### config.mk
export PLATFORM = sky130hd
export DESIGN_NAME = mpwake_rx
export DESIGN_NICKNAME = d
export VERILOG_FILES = /design/src/rtl/mpwake_rx_pkg.sv /design/src/rtl/mpwake_rx_sampler.sv /design/src/rtl/mpwake_rx_linemon.sv /design/src/rtl/mpwake_rx_shifter.sv /design/src/rtl/mpwake_rx.sv
export SDC_FILE = /design/constraint.sdc
export NUM_CORES = 1
export LEC_CHECK = 0
export CORE_UTILIZATION = 55
export CTS_CLUSTER_DIAMETER = 80
export CTS_CLUSTER_SIZE = 14
export DETAILED_ROUTE_END_ITERATION = 10
export GPL_TIMING_DRIVEN = 0
export PLACE_DENSITY = 0.85
export REMOVE_ABC_BUFFERS = 1
export SETUP_SLACK_MARGIN = 0.15
export SYNTH_ARGS = -nofsm -noshare
export SYNTH_HDL_FRONTEND = slang
export SYNTH_SLANG_ARGS = --single-unit
### constraint.sdc
create_clock -name clk -period 3.4 [get_ports clk]
set_input_delay 1.02 -clock clk [delete_from_list [all_inputs] [get_ports clk]]
set_output_delay 1.02 -clock clk [all_outputs]
set_load 0.02 [all_outputs]
### src/rtl/mpwake_rx_pkg.sv
package mpwake_rx_pkg;

    // Controller states of the receiver.
    typedef enum logic [2:0] {
        ST_IDLE,
        ST_START,
        ST_DATA,
        ST_ADDR,
        ST_PARITY,
        ST_STOP,
        ST_BREAK
    } rx_state_e;

    // Two-of-three majority.
    function automatic logic vote3(input logic a, input logic b, input logic c);
        return (a & b) | (a & c) | (b & c);
    endfunction

endpackage

### src/rtl/mpwake_rx_sampler.sv
module mpwake_rx_sampler
    import mpwake_rx_pkg::*;
#(
    parameter int OSR         = 8,
    parameter int SYNC_STAGES = 2,
    localparam int IW         = $clog2(OSR)
) (
    input  logic          clk,
    input  logic          rst_n,
    input  logic          line_in,
    input  logic          tick,
    input  logic [IW-1:0] idx_nxt,
    output logic          smp,
    output logic          fall,
    output logic          vote
);

    logic [SYNC_STAGES-1:0] chain_q;
    logic                   prev_q;
    logic [2:0]             vs_q;

    // Resynchronise the asynchronous line; the idle level is high.
    always_ff @(posedge clk or negedge rst_n) begin
        if (!rst_n) chain_q <= '1;
        else        chain_q <= {chain_q[SYNC_STAGES-2:0], line_in};
    end

    assign smp = chain_q[SYNC_STAGES-1];

    // Previous tick's sample, for edge detection. After reset the line
    // must be seen high once before an edge can be taken.
    always_ff @(posedge clk or negedge rst_n) begin
        if (!rst_n)    prev_q <= 1'b0;
        else if (tick) prev_q <= smp;
    end

    assign fall = tick & ~smp & prev_q;

    // Capture the three centre samples of the current bit.
    always_ff @(posedge clk or negedge rst_n) begin
        if (!rst_n) begin
            vs_q <= 3'b111;
        end else if (tick) begin
            for (int k = 0; k < 3; k++) begin
                if (idx_nxt == IW'(OSR / 2 - 1 + k)) vs_q[k] <= smp;
            end
        end
    end

    assign vote = vote3(vs_q[0], vs_q[1], vs_q[2]);

endmodule

### src/rtl/mpwake_rx_linemon.sv
module mpwake_rx_linemon #(
    parameter int OSR       = 8,
    parameter int IDLE_BITS = 10,
    parameter int BRK_BITS  = 10,
    localparam int IDLE_T   = IDLE_BITS * OSR,
    localparam int BRK_T    = BRK_BITS * OSR,
    localparam int ICW      = $clog2(IDLE_T + 1),
    localparam int BCW      = $clog2(BRK_T + 1)
) (
    input  logic clk,
    input  logic rst_n,
    input  logic tick,
    input  logic smp,
    input  logic brk_arm,
    output logic idle_met,
    output logic brk_hit
);

    logic [ICW-1:0] hi_cnt_q;
    logic [BCW-1:0] lo_cnt_q;

    // Run length of high samples, saturating at the idle threshold.
    always_ff @(posedge clk or negedge rst_n) begin
        if (!rst_n) begin
            hi_cnt_q <= '0;
        end else if (tick) begin
            if (!smp)                           hi_cnt_q <= '0;
            else if (hi_cnt_q != ICW'(IDLE_T))  hi_cnt_q <= hi_cnt_q + 1'b1;
        end
    end

    assign idle_met = (hi_cnt_q == ICW'(IDLE_T));

    // Low run while armed after a missing stop bit; fires once.
    always_ff @(posedge clk or negedge rst_n) begin
        if (!rst_n) begin
            lo_cnt_q <= '0;
        end else if (!brk_arm) begin
            lo_cnt_q <= '0;
        end else if (tick) begin
            if (smp)                            lo_cnt_q <= '0;
            else if (lo_cnt_q != BCW'(BRK_T))   lo_cnt_q <= lo_cnt_q + 1'b1;
        end
    end

    assign brk_hit = brk_arm & tick & ~smp & (lo_cnt_q == BCW'(BRK_T - 1));

endmodule

### src/rtl/mpwake_rx_shifter.sv
module mpwake_rx_shifter #(
    parameter int DW  = 8,
    localparam int LW = (DW > 1) ? $clog2(DW) : 1
) (
    input  logic          clk,
    input  logic          rst_n,
    input  logic          clr,
    input  logic          put_data,
    input  logic          put_par,
    input  logic [LW-1:0] pos,
    input  logic          bit_in,
    output logic [DW-1:0] data,
    output logic          odd_ones
);

    logic [DW-1:0] data_q;
    logic          odd_q;

    // Bits are written by position, so unused upper bits stay zero.
    always_ff @(posedge clk or negedge rst_n) begin
        if (!rst_n) begin
            data_q <= '0;
            odd_q  <= 1'b0;
        end else if (clr) begin
            data_q <= '0;
            odd_q  <= 1'b0;
        end else if (put_data) begin
            data_q[pos] <= bit_in;
            odd_q       <= odd_q ^ bit_in;
        end else if (put_par) begin
            odd_q       <= odd_q ^ bit_in;
        end
    end

    assign data     = data_q;
    assign odd_ones = odd_q;

endmodule

### src/rtl/mpwake_rx.sv
module mpwake_rx
    import mpwake_rx_pkg::*;
#(
    parameter int OSR         = 8,
    parameter int DW          = 8,
    parameter int IDLE_BITS   = 10,
    parameter int BRK_BITS    = 10,
    parameter int SYNC_STAGES = 2,
    localparam int LW         = (DW > 1) ? $clog2(DW) : 1,
    localparam int IW         = $clog2(OSR)
) (
    input  logic          clk,
    input  logic          rst_n,
    input  logic          rx_line,
    input  logic          sample_tick,
    input  logic [LW-1:0] char_len,
    input  logic          par_en,
    input  logic          par_even,
    input  logic          addr_mode,
    input  logic          sleep,
    input  logic          rd_strobe,
    input  logic          err_clr,
    output logic [DW-1:0] rx_data,
    output logic          rx_ready,
    output logic          err_parity,
    output logic          err_frame,
    output logic          err_overrun,
    output logic          err_break,
    output logic          err_any,
    output logic          wake_flag
);

    localparam logic [IW-1:0] LAST_IDX = IW'(OSR - 2);

    rx_state_e     state_q, state_d;
    logic [IW-1:0] idx_q, idx_nxt;
    logic [LW-1:0] cnt_q;
    logic          abit_q, from_idle_q;

    logic          smp, fall, vote;
    logic          idle_met, brk_hit;
    logic [DW-1:0] shift_data;
    logic          odd_ones;

    logic          in_frame, start_det, bit_end, frame_done;
    logic          addr_frame, take, perr_now;

    // ---------------- sub-blocks ----------------
    mpwake_rx_sampler #(
        .OSR         (OSR),
        .SYNC_STAGES (SYNC_STAGES)
    ) u_sampler (
        .clk     (clk),
        .rst_n   (rst_n),
        .line_in (rx_line),
        .tick    (sample_tick),
        .idx_nxt (idx_nxt),
        .smp     (smp),
        .fall    (fall),
        .vote    (vote)
    );

    mpwake_rx_linemon #(
        .OSR       (OSR),
        .IDLE_BITS (IDLE_BITS),
        .BRK_BITS  (BRK_BITS)
    ) u_linemon (
        .clk      (clk),
        .rst_n    (rst_n),
        .tick     (sample_tick),
        .smp      (smp),
        .brk_arm  (state_q == ST_BREAK),
        .idle_met (idle_met),
        .brk_hit  (brk_hit)
    );

    mpwake_rx_shifter #(
        .DW (DW)
    ) u_shifter (
        .clk      (clk),
        .rst_n    (rst_n),
        .clr      (start_det),
        .put_data (bit_end && (state_q == ST_DATA)),
        .put_par  (bit_end && ((state_q == ST_ADDR) || (state_q == ST_PARITY))),
        .pos      (cnt_q),
        .bit_in   (vote),
        .data     (shift_data),
        .odd_ones (odd_ones)
    );

    // ---------------- timing ----------------
    assign in_frame   = (state_q != ST_IDLE) && (state_q != ST_BREAK);
    assign idx_nxt    = in_frame ? idx_q + 1'b1 : '0;
    assign start_det  = fall && (state_q == ST_IDLE);
    assign bit_end    = sample_tick && in_frame && (idx_q == LAST_IDX);
    assign frame_done = bit_end && (state_q == ST_STOP);

    // ---------------- state register ----------------
    always_ff @(posedge clk or negedge rst_n) begin
        if (!rst_n) state_q <= ST_IDLE;
        else        state_q <= state_d;
    end

    // ---------------- next state ----------------
    always_comb begin
        state_d = state_q;
        unique case (state_q)
            ST_IDLE:   if (start_det) state_d = ST_START;
            ST_START:  if (bit_end)   state_d = vote ? ST_IDLE : ST_DATA;
            ST_DATA:   if (bit_end && (cnt_q == char_len)) begin
                           if (addr_mode)   state_d = ST_ADDR;
                           else if (par_en) state_d = ST_PARITY;
                           else             state_d = ST_STOP;
                       end
            ST_ADDR:   if (bit_end)   state_d = par_en ? ST_PARITY : ST_STOP;
            ST_PARITY: if (bit_end)   state_d = ST_STOP;
            ST_STOP:   if (bit_end)   state_d = vote ? ST_IDLE : ST_BREAK;
            ST_BREAK:  if (sample_tick && smp) state_d = ST_IDLE;
            default:   state_d = ST_IDLE;
        endcase
    end

    // ---------------- frame bookkeeping ----------------
    always_ff @(posedge clk or negedge rst_n) begin
        if (!rst_n) begin
            idx_q       <= '0;
            cnt_q       <= '0;
            abit_q      <= 1'b0;
            from_idle_q <= 1'b0;
        end else begin
            if (sample_tick) idx_q <= idx_nxt;
            if (start_det) begin
                cnt_q       <= '0;
                abit_q      <= 1'b0;
                from_idle_q <= idle_met;
            end else if (bit_end && (state_q == ST_DATA)) begin
                cnt_q <= cnt_q + 1'b1;
            end else if (bit_end && (state_q == ST_ADDR)) begin
                abit_q <= vote;
            end
        end
    end

    // ---------------- outputs ----------------
    assign addr_frame = addr_mode ? abit_q : from_idle_q;
    assign take       = frame_done && (!sleep || addr_frame);
    assign perr_now   = par_en && (odd_ones == par_even);

    always_ff @(posedge clk or negedge rst_n) begin
        if (!rst_n) begin
            rx_data     <= '0;
            rx_ready    <= 1'b0;
            wake_flag   <= 1'b0;
            err_parity  <= 1'b0;
            err_frame   <= 1'b0;
            err_overrun <= 1'b0;
            err_break   <= 1'b0;
        end else begin
            if (take) begin
                rx_data   <= shift_data;
                wake_flag <= addr_frame;
                rx_ready  <= 1'b1;
            end else if (rd_strobe) begin
                rx_ready  <= 1'b0;
            end

            if (take && perr_now)                     err_parity  <= 1'b1;
            else if (err_clr)                         err_parity  <= 1'b0;

            if (take && !vote)                        err_frame   <= 1'b1;
            else if (err_clr)                         err_frame   <= 1'b0;

            if (take && rx_ready && !rd_strobe)       err_overrun <= 1'b1;
            else if (err_clr)                         err_overrun <= 1'b0;

            if (brk_hit)                              err_break   <= 1'b1;
            else if (err_clr)                         err_break   <= 1'b0;
        end
    end

    assign err_any = err_parity | err_frame | err_overrun | err_break;

endmodule

== Yosys cells after proc, flatten, opt, wreduce, memory -nomap -nowiden ==
Index checks and enable logic that the tools add are counted.
Storage, ports and cells
  logic and storage cells: 149
  bits in latches: 0
  memories kept: 0
  memory bits (writable): 0
  ROM bits: 0
  bits in registers: 54
  input port bits: 13
Cells by class
  equal/unequal tests: 28
  add/subtract/negate cells: 4
  div/mod/pow operators: 0
  multiply operators: 0
  bitwise gates (word level): 15
  muxes and demuxes: 40
  order comparisons: 2
  reduce and logical (&&, ||, !) cells: 39
  shifts and indexed selects: 0
Operator list (count)
  $mux 7: 6
  $mux 3: 12
  $pmux 3 s7: 1
  $eq 3x3->1 const B: 6
  $logic_and 1x1->1: 17
  $mux 1: 16
  $mux 8: 2
  $ne 2x2->1 const B: 8
  $add 7x1->7 const B: 2
  $eq 7x7->1 const B: 2
  $ne 7x7->1 const B: 2
  $reduce_bool 2->1: 7
  $reduce_and 2->1: 6
  $eq 3x2->1 const B: 3
  $and 1x1->1: 8
  $bwmux 8: 1
  $reduce_and 7->1: 1
  $add 3x1->3 const B: 2
  $ne 3x3->1 const B: 2
  $reduce_bool 3->1: 2
  $or 1x1->1: 5
  $lt 3x4->1 const B: 1
  $ne 2x1->1 const B: 2
  $demux 1 s3: 1
  10 further kinds: 13

== Longest topological paths before layout ==
Gate-level depths: netlist of run 1.
  word-level depth: 9
  mapped depth: 8
  gate-level depth less buffers: 6

== Cells and area by module ==
From an unflattened synthesis of run 1, not the netlist that was laid out.
Second synthesis, totals
  cell total of the unflattened synthesis: 273
  area, all modules: 2962.8 sq um
By module, submodules not included
  mpwake_rx: area an instance 1325.0 sq um, sequential area each 625.6 sq um, times used 1, cells each 122
  mpwake_rx_linemon: area an instance 903.4 sq um, sequential area each 350.3 sq um, times used 1, cells each 95
  mpwake_rx_shifter: area an instance 481.7 sq um, sequential area each 225.2 sq um, times used 1, cells each 40
  mpwake_rx_sampler: area an instance 252.7 sq um, sequential area each 156.4 sq um, times used 1, cells each 16

== Worst setup path after synthesis of run 1 ==
No wires, ideal clock.
  path kind: input -> register
  start: in sample_tick
  end: reg rx_data[0]
  cell stages on the path: 6
  arrival time: 2087 ps
  setup slack: 1189 ps
  cells stage by stage: buf_4 -> and3_1 -> buf_4 -> nand3_2 -> a21oi_1 -> mux2_2
Between the ends
  longest elaborated chain between the ends: 4
Ends and longest elaborated chain
  start: declaration: line mpwake_rx.sv:15  | input logic sample_tick,
  $logic_and 1x1->1 (2 in a row): line mpwake_rx.sv:95  | assign bit_end = sample_tick && in_frame && (idx_q == LAST_IDX);
  $logic_and 1x1->1: line mpwake_rx.sv:96  | assign frame_done = bit_end && (state_q == ST_STOP);
  $logic_and 1x1->1: line mpwake_rx.sv:146  | assign take = frame_done && (!sleep || addr_frame);
  end signal: assignment: line mpwake_rx.sv:160  | rx_data <= shift_data;
  end: declaration: line mpwake_rx.sv:23  | output logic [DW-1:0] rx_data,
No other way between the ends.
A chain may end at the register's enable or synchronous reset.

== Worst setup path after layout of run 1 ==
Same ends and word-level chain as after synthesis.

==> results.md, run 1 <==
- Hold_sp: u_sampler.chain_q[0]$_DFF_PN1_
- Flops & latches, synth: 54
- DIE AREA: 0.00541 mm²
- Startpoint class of the critical path: input pin
- Synth async-reset ratio: 100%
- WP data arrival: 3280 ps
- Min-Delay Path Depth: 0
- Post-detail-place hpwl: 4060 µm
- Hold Fails Final Rpt: 0
- Mux contribution to synthesized area: 8.36%
- Tcrit/Tclk final: 90.8%
- Vias per cell: 5.97
- GPL Wtd Cong: 0.827
- Worst-path maximum fanout: 17
- Worst min path class: reg2reg
- # rows: 25
- Maxcap violations: 0
- Top cells by area, synth: dfrtp_1, mux2_2, dfstp_2
- CTS sink cnt: 54
- Initial antenna violation count: 0
- Longest Clk Path Bufs: 2
- Post-synthesis xor/xnor area fraction: 3.42%
- Nets: 302
- Setup Fix Bufs, Post-CTS: 0
- ANT cells: 0
- Pwr/cell area: 494 mW/mm²
- Compound-Gate Fraction of Synth Area: 13.2%
- Synth area leader: dfrtp_1
- Worst setup margin: 313 ps
- Clock transition at the registers of the reported paths: 90 ps
- Share of cells above drive strength 1: 12.8%
- First-pass DRT Iterations: 4
- Cells after synthesis: 259
- Finished Cell Area: 0.00320 mm²
- Worst-Margin Slew: 847 ps
- Synth Area per Inst: 10.9 µm²
- Iter 0 DRT Violations: 127
- Seq/Total Area, Yosys: 48.2%
- R2r startpoint: idx_q[0]$_DFFE_PN0P_
- Leakage power: 1.44 nW
- Top-area cell type share of the netlist area: 43.6%
- Port bufs: 27
- Minimum clock period: 3090 ps
- Storage cell area: 0.00136 mm²
- GRT Util Overall: 22.5%
- RSZ-0062 raised after global routing: no
- Die H: 73.5 µm
- Layout area overhead: 13.6%
- Crit path required time: 3600 ps
- R2R Setup Slk: 1340 ps
- TritonCTS clock tree: done
- H-tree levels: 2
- Final setup TNS: 0 ps
- Dpl ws: 1.04 ps
- Adder-cell area share of the yosys netlist: 3.47%
- Via count: 2082
- Antenna Violating Nets Remaining: 0
- Largest net degree at the start of global routing: 37
- Final wirelength: 5490 µm
- Most common cell in the netlist: dfrtp_1
- Placement Cell Area: 0.00311 mm²
- Cts hold-fix bufs: 0
- Setup Skew: 7.72 ps
- Worst r2r path cells: 6
- Ys flop type: dfrtp_1
- Simple-gate share of the synthesized area: 19.2%
- Latest clock arrival within the worst-skew pair: 300 ps
- Fill count: 391
- Slew Limit Headroom: 43.1%
- Core area: 0.00482 mm²
- Distinct cells, synth: 58
- Grt total ovfl: 0
- Status: finished clean
- Die width: 73.5 µm
- Final setup violation count: 0
- First-pass GRT wire length: 9320 µm
- FMAX: 324 MHz
- Max-slew violations: 0
- Syn Std Cell Area: 0.00281 mm²
- Peak supply drop: 353 µV
- I/O pin count: 28
- CTS buffer count: 5
- Ys Warns: 0
- Crit Path Category: in2reg
- Hold Path End: u_sampler.chain_q[1]$_DFF_PN1_
- Resize count post-CTS: 0
- Drt wl/cell: 15.7 µm
- RR Endpoint: rx_data[0]$_DFFE_PN0P_
- Vias in the first global route: 2053
- DRC: 0
- Synth cell count leaders: dfrtp_1, nand2_1, inv_1, mux2_2, mux2i_1
- Initial core utilization: 58.4%
- Setup crit end kind: register
- EDFF count, synth: 0
- Multi-input combinational cell area: 0.00134 mm²
- Largest family of logic cells by synthesized area: simple AND/OR/NAND/NOR gates
- Clock root buffer: clkbuf_8
## sequential cells by signal, summed over array words and instances (netlist names), 2 cells and up
signal              count
idx_q                   3
u_linemon.lo_cnt_q      7
u_shifter.data          8
state_q                 3
u_sampler.vs_q          3
u_sampler.chain_q       2
rx_data                 8
u_linemon.hi_cnt_q      7
cnt_q                   3
## cells by family after synthesis
group           count (synthesis)
buf+inv                        24
xor+xnor                       11
flops                          54
compound gates                 49
fa+ha+maj                       8
mux                            22
simple gates                   91
## where the power goes
| group | internal [mW] | switching [mW] |
|---|---|---|
| Sequential | 0.736 | 0.115 |
| Combinational | 0.170 | 0.214 |
| Clock | 0.141 | 0.204 |
| Total | 1.05 | 0.532 |
## per-stage QoR
step / instances / total power, mW / hold WS, ps / util (%)
CTS: 349 / 1.59 / 363 / 66.3
global placement: 341 / 1.21 / 347 / 64.3
floorplan: 247 / 1.11 / 345 / -
finish: 349 / 1.58 / 361 / 66.3
global route: 349 / 1.67 / 365 / 66.3
detailed placement: 342 / 1.24 / 349 / 64.6
## cell usage in the layout (no fill, tap or decap), drive strengths merged, types with 6 or more instances in the layout
cell type	netlist	final
mux2i	10	10
a22o	6	6
nand2	24	24
nor2	9	9
mux2	12	12
o21ai	9	9
a21oi	6	6
nand3	10	10
clkdlybuf4s50	0	26
ha	7	7
nor3	6	6
nor3b	6	6
inv	12	12
xor2	8	8
dfrtp	49	49
## final cells by class
type,count,area share (%)
tap,67,2.62
clock inverter,2,0.470
clock buffer,5,2.15
timing repair buffer,28,8.93
multi-input combinational,181,41.9
sequential,54,42.5
inverter,12,1.41
## worst max path at each step
stage / start / to / slack, ps / cells after the start
finish: sample_tick / rx_data[0]$_DFFE_PN0P_ / 310 / 5
global route: sample_tick / rx_data[4]$_DFFE_PN0P_ / 200 / 5
CTS: sample_tick / rx_data[6]$_DFFE_PN0P_ / 320 / 5
detailed placement: sample_tick / rx_data[6]$_DFFE_PN0P_ / 1 / 5
global placement: rst_n / u_linemon.hi_cnt_q[1]$_DFFE_PN0P_ / -260 / 1
floorplan: sample_tick / rx_data[0]$_DFFE_PN0P_ / 1250 / 4
## critical path, cell delays in order
cell and delay (ps):
clkdlybuf4s50_1 910, and3_1 520, nand3_2 170, a21oi_1 290
mux2_2 370
## layer usage
| layer | global-route usage (%) | part of all wire [%] |
|---|---|---|
| met1 | 28.4 | 44 |
| met2 | 38.3 | 50 |
| met3 | 4.39 | 4.9 |
| met4 | 8.12 | 1.5 |
| met5 | 0 | 0 |
No activity file was read; power rests on OpenSTA's default activity.
==> run 2, diff against run 1 <==
--- a/config.mk
+++ b/config.mk
@@ -6,11 +6,10 @@
 export NUM_CORES = 1
 export LEC_CHECK = 0
 export CORE_UTILIZATION = 55
-export CTS_CLUSTER_DIAMETER = 80
+export CTS_CLUSTER_DIAMETER = 50
 export CTS_CLUSTER_SIZE = 14
 export DETAILED_ROUTE_END_ITERATION = 10
-export GPL_TIMING_DRIVEN = 0
-export PLACE_DENSITY = 0.85
+export PLACE_DENSITY = 0.75
 export REMOVE_ABC_BUFFERS = 1
 export SETUP_SLACK_MARGIN = 0.15
 export SYNTH_ARGS = -nofsm -noshare
==> results.md, run 2 (synthesis results as in run 1) <==
- Status: finished clean
- Crit Path Category: reg2out
- Largest net degree at the start of global routing: 29 (-22%)
- Setup Fix Bufs, Post-CTS: 0 (unchanged)
- Post-detail-place hpwl: 3880 µm (-4.3%)
- Layout Cells excl Fill: 352 (+0.86%)
- Worst min path class: reg2reg
- Commonest non-fill, non-tap cell in the layout: dfrtp_1
- Core area: 0.00482 mm² (unchanged)
- Initial core utilization: 58.4% (unchanged)
- DIE AREA: 0.00541 mm² (unchanged)
- H-tree levels: 2 (unchanged)
- Hold Fails Final Rpt: 0 (unchanged)
- First-pass DRT Iterations: 4 (unchanged)
- GRT busiest layer: met2
- Share of cells above drive strength 1: 13.7% (+0.92 points)
- Slew Limit Headroom: 58.3% (+15 points)
- FMAX: 359 MHz (+11%)
- Vias in the first global route: 1994 (-2.9%)
- CTS buffer count: 5 (unchanged)
- Dpl ws: 524 ps (+523 ps)
- WP data arrival: 1760 ps (-1520 ps)
- Worst setup margin: 615 ps (+302 ps)
- Worst-Margin Slew: 624 ps (-223 ps)
- Longest Clk Path Bufs: 2 (unchanged)
- Grt met3 use: 3.29% (-1.1 points)
- Startpoint class of the critical path: register
- Maxcap violations: 0 (unchanged)
- M2 GR Usage: 35.4% (-3.0 points)
- Final setup violation count: 0 (unchanged)
- Fill count: 385 (-1.5%)
- Initial antenna violation count: 0 (unchanged)
- Nets: 304 (+0.66%)
- Placement Cell Area: 0.00311 mm² (about the same)
- Setup crit end kind: primary output
- GPL Wtd Cong: 0.861 (+4.1%)
- Via count: 2056 (-1.2%)
- DRC: 0 (unchanged)
- Antenna Violating Nets Remaining: 0 (unchanged)
- Drt wl/cell: 15.3 µm (-2.8%)
- Minimum clock period: 2780 ps (-302 ps)
- TritonCTS clock tree: done
- Max-slew violations: 0 (unchanged)
- Dpl cells: 344 (+0.58%)
- Resize count post-CTS: 0 (unchanged)
- Die H: 73.5 µm (unchanged)
- Finished Cell Area: 0.00326 mm² (+1.9%)
- Final wirelength: 5390 µm (-2.0%)
- Vias per cell: 5.84 (-2.1%)
- Crit path required time: 2380 ps (-1220 ps)
- Clock root buffer: clkbuf_8
- Iter 0 DRT Violations: 93 (-27%)
- Grt total ovfl: 0 (unchanged)
- Leakage power: 1.48 nW (+2.8%)
- Clock transition at the registers of the reported paths: 90 ps (about the same)
- Cts hold-fix bufs: 0 (unchanged)
- ANT cells: 0 (unchanged)
- Highest-count cells in the layout ignoring fill and taps: dfrtp_1, clkdlybuf4s50_1, nand2_1
- Pwr/cell area: 537 mW/mm² (+8.7%)
- Die width: 73.5 µm (unchanged)
- I/O pin count: 28 (unchanged)
- Final Power: 1.75 mW (+11%)
- Port bufs: 27 (unchanged)
- Latest clock arrival within the worst-skew pair: 300 ps (about the same)
- RSZ-0062 raised after global routing: no
- Met1 Usage GRT: 32.6% (+4.2 points)
- First-pass GRT wire length: 9380 µm (+0.74%)
- Layout area overhead: 15.7%
- # rows: 25 (unchanged)
- Worst-path maximum fanout: 3 (-14)
- Peak supply drop: 410 µV (+16%)
- Tcrit/Tclk final: 81.9% (-8.9 points)
- Setup Skew: 9.15 ps (+1.43 ps)
- Final setup TNS: 0 ps (unchanged)
- GRT Util Overall: 22.8% (+0.26 points)
- CTS sink cnt: 54 (unchanged)
-- run 2: changes by cell type in the layout (fill, tap and decap cells not counted) --
cell,change
clkbuf_8,+1
clkinvlp_4,-2
buf_4,+3
buf_12,-1
bufinv_16,+2
-- run 2: final cells by class --
cell class | count | area, µm² | share of cell area (%)
timing repair buffer | 30 | 288 | 8.84
clock buffer | 6 | 82.6 | 2.54
inverter | 12 | 45.0 | 1.38
clock inverter | 2 | 60.1 | 1.84
multi-input combinational | 181 | 1340 | 41.1
sequential | 54 | 1360 | 41.7
tap | 67 | 83.8 | 2.57
-- run 2: stage by stage --
| stage | util [%] | hold WS, ps |
|---|---|---|
| 2_1_floorplan | - | 345 |
| 3_3_place_gp | 64.6 | 348 |
| 3_5_place_dp | 64.6 | 349 |
| 4_1_cts | 67.6 | 362 |
| 5_1_grt | 67.6 | 369 |
| 6_report | 67.6 | 360 |
-- run 2: power by group --
group | switching (mW) | internal [mW]
Combinational | 0.211 | 0.170
Clock | 0.203 | 0.314
Sequential | 0.115 | 0.736
Total | 0.529 | 1.22
-- run 2: final timing paths --
kind / slack [ps] / cells after the start / end / from
max reg2reg: 1320 / 6 / rx_data[0]$_DFFE_PN0P_ / idx_q[0]$_DFFE_PN0P_
max: 620 / 2 / err_any / err_frame$_DFFE_PN0P_
min in group asynchronous: 710 / 1 / rx_data[7]$_DFFE_PN0P_ / rst_n
min: 360 / 0 / u_sampler.chain_q[1]$_DFF_PN1_ / u_sampler.chain_q[0]$_DFF_PN1_
min reg2reg: 360 / 0 / u_sampler.chain_q[1]$_DFF_PN1_ / u_sampler.chain_q[0]$_DFF_PN1_
max in group asynchronous: 1900 / 2 / u_linemon.lo_cnt_q[5]$_DFFE_PN0P_ / rst_n
-- run 2: metal layers --
metal | vias up | wire length [µm] | part of all wire (%)
met4 | 0 | 97 | 1.8
met3 | 7 | 155 | 2.9
li1 | 996 | - | -
met1 | 1008 | 2720 | 50
met5 | - | 0 | 0
met2 | 45 | 2420 | 45
-- run 2: critical path, cell delays in order (launching register included) --
cell and delay (ps):
dfrtp_1 410, or4_1 510, clkdlybuf4s50_1 540
